===== src/rtl/cardProtoPkg.sv =====
package cardProtoPkg;

  typedef enum logic [2:0] {
    ST_SLEEP    = 3'd0,
    ST_READY    = 3'd1,
    ST_ACTIVE   = 3'd2,
    ST_AUTHWAIT = 3'd3,
    ST_AUTHED   = 3'd4,
    ST_HALTED   = 3'd5
  } cardState_t;

  localparam logic [7:0] CMD_REQ      = 8'h26;
  localparam logic [7:0] CMD_WAKE     = 8'h52;
  localparam logic [7:0] CMD_CASCADE  = 8'h93;
  localparam logic [7:0] CMD_HALT     = 8'h50;
  localparam logic [7:0] CMD_AUTH_A   = 8'h60;
  localparam logic [7:0] CMD_AUTH_B   = 8'h61;
  localparam logic [7:0] CMD_READ     = 8'h30;
  localparam logic [7:0] CMD_WRITE    = 8'hA0;
  localparam logic [7:0] CMD_DEC      = 8'hC0;
  localparam logic [7:0] CMD_INC      = 8'hC1;
  localparam logic [7:0] CMD_RESTORE  = 8'hC2;
  localparam logic [7:0] CMD_TRANSFER = 8'hB0;
  localparam logic [7:0] ARG_SELECT   = 8'h70;

  // control -> datapath strobes
  typedef struct packed {
    logic sendAtqa;
    logic sendTail;
    logic sendSak;
    logic grant;
    logic deny;
    logic saveSector;
  } ctlStrobe_t;

  // datapath -> control qualifiers
  typedef struct packed {
    logic prefixMatch;
    logic fullMatch;
    logic argOk;
    logic sectorHit;
    logic protectedWrite;
  } dpFlags_t;

endpackage


===== src/rtl/cardCtlData.sv =====
module cardCtlData
  import cardProtoPkg::*;
#(
  parameter int UID_W         = 32,
  parameter int ADDR_W        = 8,
  parameter int SMALL_SECTORS = 32,
  parameter int SMALL_BLOCKS  = 4,
  parameter int LARGE_BLOCKS  = 16,
  parameter logic [15:0] ATQA = 16'h0002,
  parameter logic [7:0]  SAK  = 8'h18,
  localparam int CNT_W        = $clog2(UID_W),
  localparam int TXB_W        = $clog2(UID_W + 1)
) (
  input  logic              clk,
  input  logic              rstN,
  input  logic [7:0]        rxCmd,
  input  logic [ADDR_W-1:0] rxArg,
  input  logic [UID_W-1:0]  rxUid,
  input  logic [UID_W-1:0]  cardUid,
  input  ctlStrobe_t        strobe,
  output dpFlags_t          flags,
  output logic              txValid,
  output logic [UID_W-1:0]  txData,
  output logic [TXB_W-1:0]  txBits,
  output logic              memGrant,
  output logic              memDeny
);

  localparam int SMALL_SPAN    = SMALL_SECTORS * SMALL_BLOCKS;
  localparam int LARGE_SECTORS = ((1 << ADDR_W) > SMALL_SPAN)
                                 ? ((1 << ADDR_W) - SMALL_SPAN) / LARGE_BLOCKS : 0;
  localparam int SECT_W        = $clog2(SMALL_SECTORS + LARGE_SECTORS + 1);
  localparam int SB_SH         = $clog2(SMALL_BLOCKS);
  localparam int LB_SH         = $clog2(LARGE_BLOCKS);

  // bit-count decode of the anticollision argument
  logic [3:0]       argBytes, argBits;
  logic [8:0]       kWide;
  logic [CNT_W-1:0] knownBits;
  logic [UID_W-1:0] prefMask;

  always_comb begin
    argBytes  = rxArg[7:4];
    argBits   = rxArg[3:0];
    kWide     = {2'b00, argBytes, 3'b000} - 9'd16 + {5'd0, argBits};
    knownBits = CNT_W'(kWide);
    prefMask  = ~({UID_W{1'b1}} << knownBits);
  end

  assign flags.argOk       = (argBytes >= 4'd2) && (argBits <= 4'd7) && (kWide < 9'(UID_W));
  assign flags.prefixMatch = ((rxUid ^ cardUid) & prefMask) == '0;
  assign flags.fullMatch   = (rxUid == cardUid);

  // block -> sector decode; variant picked by the memory split
  logic [SECT_W-1:0] reqSector;
  logic [SECT_W-1:0] authSector;

  generate
    if (LARGE_SECTORS == 0) begin : gUniform
      assign reqSector = SECT_W'(rxArg >> SB_SH);
    end else begin : gSplit
      localparam logic [ADDR_W-1:0] SPAN_A = ADDR_W'(SMALL_SPAN);
      logic [ADDR_W-1:0] offset;
      assign offset    = rxArg - SPAN_A;
      assign reqSector = (rxArg < SPAN_A)
                         ? SECT_W'(rxArg >> SB_SH)
                         : SECT_W'(SMALL_SECTORS) + SECT_W'(offset >> LB_SH);
    end
  endgenerate

  assign flags.sectorHit      = (reqSector == authSector);
  assign flags.protectedWrite = (rxArg == '0) && ((rxCmd == CMD_WRITE) || (rxCmd == CMD_TRANSFER));

  always_ff @(posedge clk) begin
    if (!rstN) begin
      txValid    <= 1'b0;
      txData     <= '0;
      txBits     <= '0;
      memGrant   <= 1'b0;
      memDeny    <= 1'b0;
      authSector <= '0;
    end else begin
      txValid  <= strobe.sendAtqa | strobe.sendTail | strobe.sendSak;
      memGrant <= strobe.grant;
      memDeny  <= strobe.deny;
      if (strobe.saveSector) authSector <= reqSector;
      if (strobe.sendAtqa) begin
        txData <= UID_W'(ATQA);
        txBits <= TXB_W'(16);
      end else if (strobe.sendSak) begin
        txData <= UID_W'(SAK);
        txBits <= TXB_W'(8);
      end else if (strobe.sendTail) begin
        txData <= cardUid >> knownBits;
        txBits <= TXB_W'(UID_W) - TXB_W'(knownBits);
      end
    end
  end

endmodule


===== src/rtl/cardCtlFsm.sv =====
module cardCtlFsm
  import cardProtoPkg::*;
(
  input  logic       clk,
  input  logic       rstN,
  input  logic       rxValid,
  input  logic [7:0] rxCmd,
  input  logic [7:0] rxArg,
  input  logic       authDone,
  input  logic       authOk,
  input  dpFlags_t   flags,
  output ctlStrobe_t strobe,
  output cardState_t state
);

  cardState_t nxt, fallback;
  logic       wasHalted, nxtHalted;
  logic       isMem, isAuth;

  always_comb begin
    isMem  = (rxCmd == CMD_READ) || (rxCmd == CMD_WRITE) || (rxCmd == CMD_DEC) ||
             (rxCmd == CMD_INC)  || (rxCmd == CMD_RESTORE) || (rxCmd == CMD_TRANSFER);
    isAuth = (rxCmd == CMD_AUTH_A) || (rxCmd == CMD_AUTH_B);
    fallback  = wasHalted ? ST_HALTED : ST_SLEEP;
    nxt       = state;
    nxtHalted = wasHalted;
    strobe    = '0;
    case (state)
      ST_SLEEP: if (rxValid && (rxCmd == CMD_REQ || rxCmd == CMD_WAKE)) begin
        nxt = ST_READY;  strobe.sendAtqa = 1'b1;  nxtHalted = 1'b0;
      end
      ST_HALTED: if (rxValid && rxCmd == CMD_WAKE) begin
        nxt = ST_READY;  strobe.sendAtqa = 1'b1;  nxtHalted = 1'b1;
      end
      ST_READY: if (rxValid) begin
        if (rxCmd == CMD_CASCADE && rxArg == ARG_SELECT) begin
          if (flags.fullMatch) begin
            nxt = ST_ACTIVE;  strobe.sendSak = 1'b1;
          end else nxt = fallback;
        end else if (rxCmd == CMD_CASCADE && flags.argOk) begin
          strobe.sendTail = flags.prefixMatch;
        end else begin
          nxt = fallback;  strobe.deny = isMem;
        end
      end
      ST_ACTIVE: if (rxValid) begin
        if (rxCmd == CMD_HALT) nxt = ST_HALTED;
        else if (isAuth) begin
          nxt = ST_AUTHWAIT;  strobe.saveSector = 1'b1;
        end else begin
          nxt = fallback;  strobe.deny = isMem;
        end
      end
      ST_AUTHWAIT: begin
        if (rxValid) begin
          nxt = fallback;  strobe.deny = isMem;
        end else if (authDone) nxt = authOk ? ST_AUTHED : fallback;
      end
      ST_AUTHED: if (rxValid) begin
        if (rxCmd == CMD_HALT) nxt = ST_HALTED;
        else if (isAuth) begin
          nxt = ST_AUTHWAIT;  strobe.saveSector = 1'b1;
        end else if (isMem) begin
          if (!flags.sectorHit) begin
            nxt = fallback;  strobe.deny = 1'b1;
          end else if (flags.protectedWrite) strobe.deny = 1'b1;
          else strobe.grant = 1'b1;
        end else nxt = fallback;
      end
      default: nxt = ST_SLEEP;
    endcase
  end

  always_ff @(posedge clk) begin
    if (!rstN) begin
      state     <= ST_SLEEP;
      wasHalted <= 1'b0;
    end else begin
      state     <= nxt;
      wasHalted <= nxtHalted;
    end
  end

endmodule


===== src/rtl/cardProtoCtl.sv =====
module cardProtoCtl
  import cardProtoPkg::*;
#(
  parameter logic [15:0] ATQA = 16'h0002,
  parameter logic [7:0]  SAK  = 8'h18,
  parameter int SMALL_SECTORS = 32,
  parameter int SMALL_BLOCKS  = 4,
  parameter int LARGE_BLOCKS  = 16
) (
  input  logic        clk,
  input  logic        rstN,
  input  logic        rxValid,
  input  logic [7:0]  rxCmd,
  input  logic [7:0]  rxArg,
  input  logic [31:0] rxUid,
  input  logic [31:0] cardUid,
  input  logic        authDone,
  input  logic        authOk,
  output logic        txValid,
  output logic [31:0] txData,
  output logic [5:0]  txBits,
  output logic        memGrant,
  output logic        memDeny,
  output logic [2:0]  cardState
);

  ctlStrobe_t strobe;
  dpFlags_t   flags;
  cardState_t state;

  cardCtlFsm u_fsm (
    .clk(clk), .rstN(rstN), .rxValid(rxValid), .rxCmd(rxCmd), .rxArg(rxArg),
    .authDone(authDone), .authOk(authOk), .flags(flags), .strobe(strobe), .state(state)
  );

  cardCtlData #(
    .UID_W(32), .ADDR_W(8), .SMALL_SECTORS(SMALL_SECTORS), .SMALL_BLOCKS(SMALL_BLOCKS),
    .LARGE_BLOCKS(LARGE_BLOCKS), .ATQA(ATQA), .SAK(SAK)
  ) u_data (
    .clk(clk), .rstN(rstN), .rxCmd(rxCmd), .rxArg(rxArg), .rxUid(rxUid),
    .cardUid(cardUid), .strobe(strobe), .flags(flags), .txValid(txValid),
    .txData(txData), .txBits(txBits), .memGrant(memGrant), .memDeny(memDeny)
  );

  assign cardState = state;

endmodule


===== config.mk =====
export PLATFORM = sky130hd
export DESIGN_NAME = cardProtoCtl
export DESIGN_NICKNAME = d
export VERILOG_FILES = /design/src/rtl/cardProtoPkg.sv /design/src/rtl/cardCtlData.sv /design/src/rtl/cardCtlFsm.sv /design/src/rtl/cardProtoCtl.sv
export SDC_FILE = /design/constraint.sdc
export NUM_CORES = 1
export LEC_CHECK = 0
export CAP_MARGIN = 20
export CORE_MARGIN = 2
export CORE_UTILIZATION = 45
export DETAILED_ROUTE_END_ITERATION = 10
export GPL_TIMING_DRIVEN = 1
export HOLD_SLACK_MARGIN = 0.1
export PLACE_DENSITY = 0.77
export RECOVER_POWER = 100
export SYNTH_ARGS = -nofsm -noshare
export SYNTH_HDL_FRONTEND = slang
export SYNTH_SLANG_ARGS = --single-unit

===== constraint.sdc =====
create_clock -name clk -period 3.9 [get_ports clk]
set_input_delay 0.78 -clock clk [delete_from_list [all_inputs] [get_ports clk]]
set_output_delay 0.78 -clock clk [all_outputs]
set_load 0.01 [all_outputs]

==> out/results.ini <==
[critical_path]
critPathBufInv=3
critPathRequiredTime_ns=4.10
slowest_delay_ns=0.55
regToRegSetupSlack_ns=0.55
end_kind=register
critPathKind=in -> reg
worstPathMaxFanout=7
r2r_start=u_fsm.state[0]$_SDFFE_PN0P_
path_delay_family=simple AND/OR/NAND/NOR gates
rr_worst_depth=9
r2r-end=u_data.txData[30]$_SDFFE_PP0P_
start_kind=primary input
crit_slowest_cell=or4_4
crit_arrival_ns=3.96
crit_chain=clkdlybuf4s50_1, or4_4, a222oi_1, or4b_1, or3b_4, nor4_4, buf_6, buf_12, mux2i_4, nor2_1

[run]
cap_violations=0

[logic_synthesis]
synth_top_flop_cell=dfxtp_1
synth.distinct_cells=64
ys_ff_latch=51
ys_seq_area_share_pct=21.1
synth_top_area_cell=dfxtp_1
synth_top_area_share_pct=21.1
synth.area.top_cells=dfxtp_1 (21%), mux4_2 (12%), mux2i_1 (9.3%), xnor2_1 (5.4%), nand2_1 (5.0%)
syn_area_um2=4830
async_flop_share_pct=0
syn-mean-instance-area_um2=8.19
yosysWarnings=0
syn_nets=683
postSynthCellCount=590
synth-edff-count=0

[clock_network]
cts_num_sinks=51
numCtsBuffers=5
clkTransAtPathRegs_ns=0.09
cts_tree=done
clock_path_buffers=2
root_buffer=clkbuf_8
insertion_delay_ns=0.32
cts_hold_buf=0
h-tree-depth=2

[placed_design]
dpl_worst_slack_ns=-0.550
dp.final_hpwl_um=12400
placed_cells=848
dpl_cell_area_um2=6380
port_buffers=128
gp_congestion=1.05

[final_layout]
regArea_um2=1020
layout.nets=817
multiInputGateArea_um2=3600
fill_cells=891
areaGrowthSynthToFinish_pct=36.2
stdcell_area_um2=6580
final_layout_size_suffix_gt1_share_pct=15.3
post_layout_nonfiller_instances=861
antennaDiodeCount=0
utilization_pct=63.5

[pwr]
p_per_area_nw_per_um2=243
p_leak_uw=0.00249
total_power_uw=1600
ir_drop_mv=0.168

[global_route]
grt_pass1_wl_um=25100
grt_pass1_vias=4925
grt_antenna_before_repair=0
grt_max_degree=44
grt_usage_pct=27.4
gr-total-overflow=0

[worst_hold_path]
hp-start=u_data.txData[22]$_SDFFE_PP0P_
hold_end=u_data.txData[22]$_SDFFE_PP0P_
min_path_cells=2
hp-class=reg -> reg

[routing]
drc=0
wl_per_cell_um=18.7
drt_wl_total_um=16100
num_vias=5189
routed_via_density=6.03
drtIter0Drc=433
ant_nets=0
drtPass1Iterations=7

[floorplanning]
ios=129
fp.dieW_um=108
rows=37
fp.dieH_um=108
dieArea_um2=11600
core_um2=10400
start_util_pct=46.6

[sta]
maxSlewViolCount=0
clock-skew-final_ns=0.00984
setup_slack_ns=0.145
setup_viol=0
tightest_slew_ns=0.884
grt_setup_unrepaired=false
fmax_mhz=266
hold_violations=0
final.period_utilization_pct=96.3
relSlewSlack_pct=40.4
min_period_ns=3.75

[status]
outcome=finished, final reports clean

==> layout make-up <==
type,instances,share of cell area (%)
Clock buffer,7,1.31
Clock inverter,1,0.133
Inverter,16,0.931
Multi-Input combinational cell,482,54.7
Sequential cell,51,15.5
Tap cell,136,2.59
Timing Repair Buffer,168,24.8
==> stage by stage <==
| step | setup TNS [ns] | hold slack [ns] |
|---|---|---|
| after global routing | 0 | 0.493 |
| after floorplan | -0.0471 | 0.474 |
| final | 0 | 0.472 |
| after global placement | -14.43 | 0.460 |
| after detailed placement | -17.68 | 0.461 |
| after CTS | 0 | 0.475 |
==> per-layer routing <==
layer	vias up	wire (um)	track usage (%)
met3	32	1130	3.57
met5	-	0	0
met4	0	487	10.7
met1	2447	6920	37.6
li1	2445	-	-
met2	265	7550	43.7
==> cell usage in the layout, fill, tap and decap left out, types with 3 or more instances in the layout <==
cell,n
mux4_2,25
mux2_2,4
a31oi_1,10
a21oi_1,42
o22ai_1,11
o21ai_0,24
nor2b_1,4
and2_1,4
dfxtp_1,51
nor4_1,3
xor2_1,11
clkbuf_8,6
xnor2_1,30
o211ai_1,4
nor3b_1,4
mux2i_1,44
clkdlybuf4s50_1,76
dlygate4sd3_1,47
nor3_1,22
nor2_1,59
buf_4,33
nand2b_1,14
or3b_2,3
nand3b_1,4
nor3_2,4
o221a_2,5
and3_1,3
nand2_1,64
inv_1,12
nand4_1,11
a211oi_2,5
nand3_1,11
ha_1,6
a211oi_1,9
==> worst reg2reg max path, delay by kind of cell, from the launching register on <==
kind                   cells  cell delay (ns)
buffers and inverters      2             0.37
AND/OR/NAND/NOR            6             1.98
flip-flops                 1             0.63
multiplexers               1             0.25
==> timing repair <==
item	4_1_cts	5_1_grt
pin swaps	1	4
gates cloned	2	2
endpoints found under the hold margin	0	0
endpoints found under the setup margin	38	38
setup buffers	2	0
resized for setup	3	12
==> how the worst max path moves through the flow <==
stage                                     end  slack [ns]  startpoint  cells after the start
2_1_floorplan   u_data.txBits[0]$_SDFFE_PP0P_       -0.03    rxArg[3]                     11
3_3_place_gp    u_data.txBits[0]$_SDFFE_PP0P_       -0.42    rxArg[3]                     11
3_5_place_dp   u_data.txData[30]$_SDFFE_PP0P_       -0.55    rxArg[3]                     11
4_1_cts         u_data.txData[7]$_SDFFE_PP0P_        0.04    rxArg[5]                     12
5_1_grt        u_data.txData[27]$_SDFFE_PP0P_        0.04    rxArg[2]                      9
6_report       u_data.txData[30]$_SDFFE_PP0P_        0.15    rxArg[2]                     10
==> where the power goes <==
part	switching, uW	internal, uW	leakage, uW
Clock	179	146	0.0000484
Combinational	379	328	0.00203
Sequential	37.0	531	0.000411
==> Yosys cell counts, types with 2 or more instances <==
| cell | number |
|---|---|
| clkbuf_1 | 25 |
| or2_2 | 2 |
| nand2b_1 | 14 |
| o2111ai_1 | 2 |
| nor2b_1 | 4 |
| nor3b_1 | 4 |
| a222oi_1 | 2 |
| o21ai_0 | 24 |
| ha_1 | 8 |
| o221a_2 | 5 |
| and4b_1 | 2 |
| xnor2_1 | 30 |
| dfxtp_1 | 51 |
| mux2i_1 | 45 |
| o22ai_1 | 11 |
| and2_1 | 4 |
| buf_2 | 2 |
| nor3_2 | 4 |
| or3b_2 | 3 |
| o221ai_1 | 2 |
| a31oi_1 | 10 |
| nand3b_1 | 4 |
| a211oi_1 | 9 |
| a211o_1 | 2 |
| nand4_1 | 11 |
| or4_1 | 2 |
| o21a_1 | 2 |
| xor2_1 | 11 |
| nor2_1 | 59 |
| clkinv_1 | 2 |
| buf_1 | 9 |
| and3_1 | 3 |
| nor4_1 | 3 |
| nand2_1 | 64 |
| nand4b_1 | 2 |
| o211ai_1 | 4 |
| mux4_2 | 25 |
| nor4_4 | 2 |
| buf_6 | 5 |
| nand3_1 | 11 |
| mux2_2 | 4 |
| inv_1 | 13 |
| nor3_1 | 22 |
| a21oi_1 | 43 |
| a211oi_2 | 5 |
==> sequential cells by signal (all words and copies together), names as in the netlist <==
| register | count |
|---|---|
| u_data.authSector | 6 |
| u_data.memGrant | 1 |
| u_fsm.wasHalted | 1 |
| u_data.txData | 32 |
| u_data.memDeny | 1 |
| u_fsm.state | 3 |
| u_data.txValid | 1 |
| u_data.txBits | 6 |
==> logic make-up (layout without fill, tap and decap cells) <==
group	Yosys count	count (layout)	share of synthesized area [%]
AND/OR/NAND/NOR	228	228	24.4
AO/OA/AOI/OAI	131	131	17.8
multiplexers	74	74	21.9
buffers and inverters	57	192	5.25
flip-flops	51	51	21.1
XOR/XNOR	41	41	7.43
adder cells (fa/ha/maj)	8	8	2.07
Note: power is estimated with default switching activity, not from simulation.
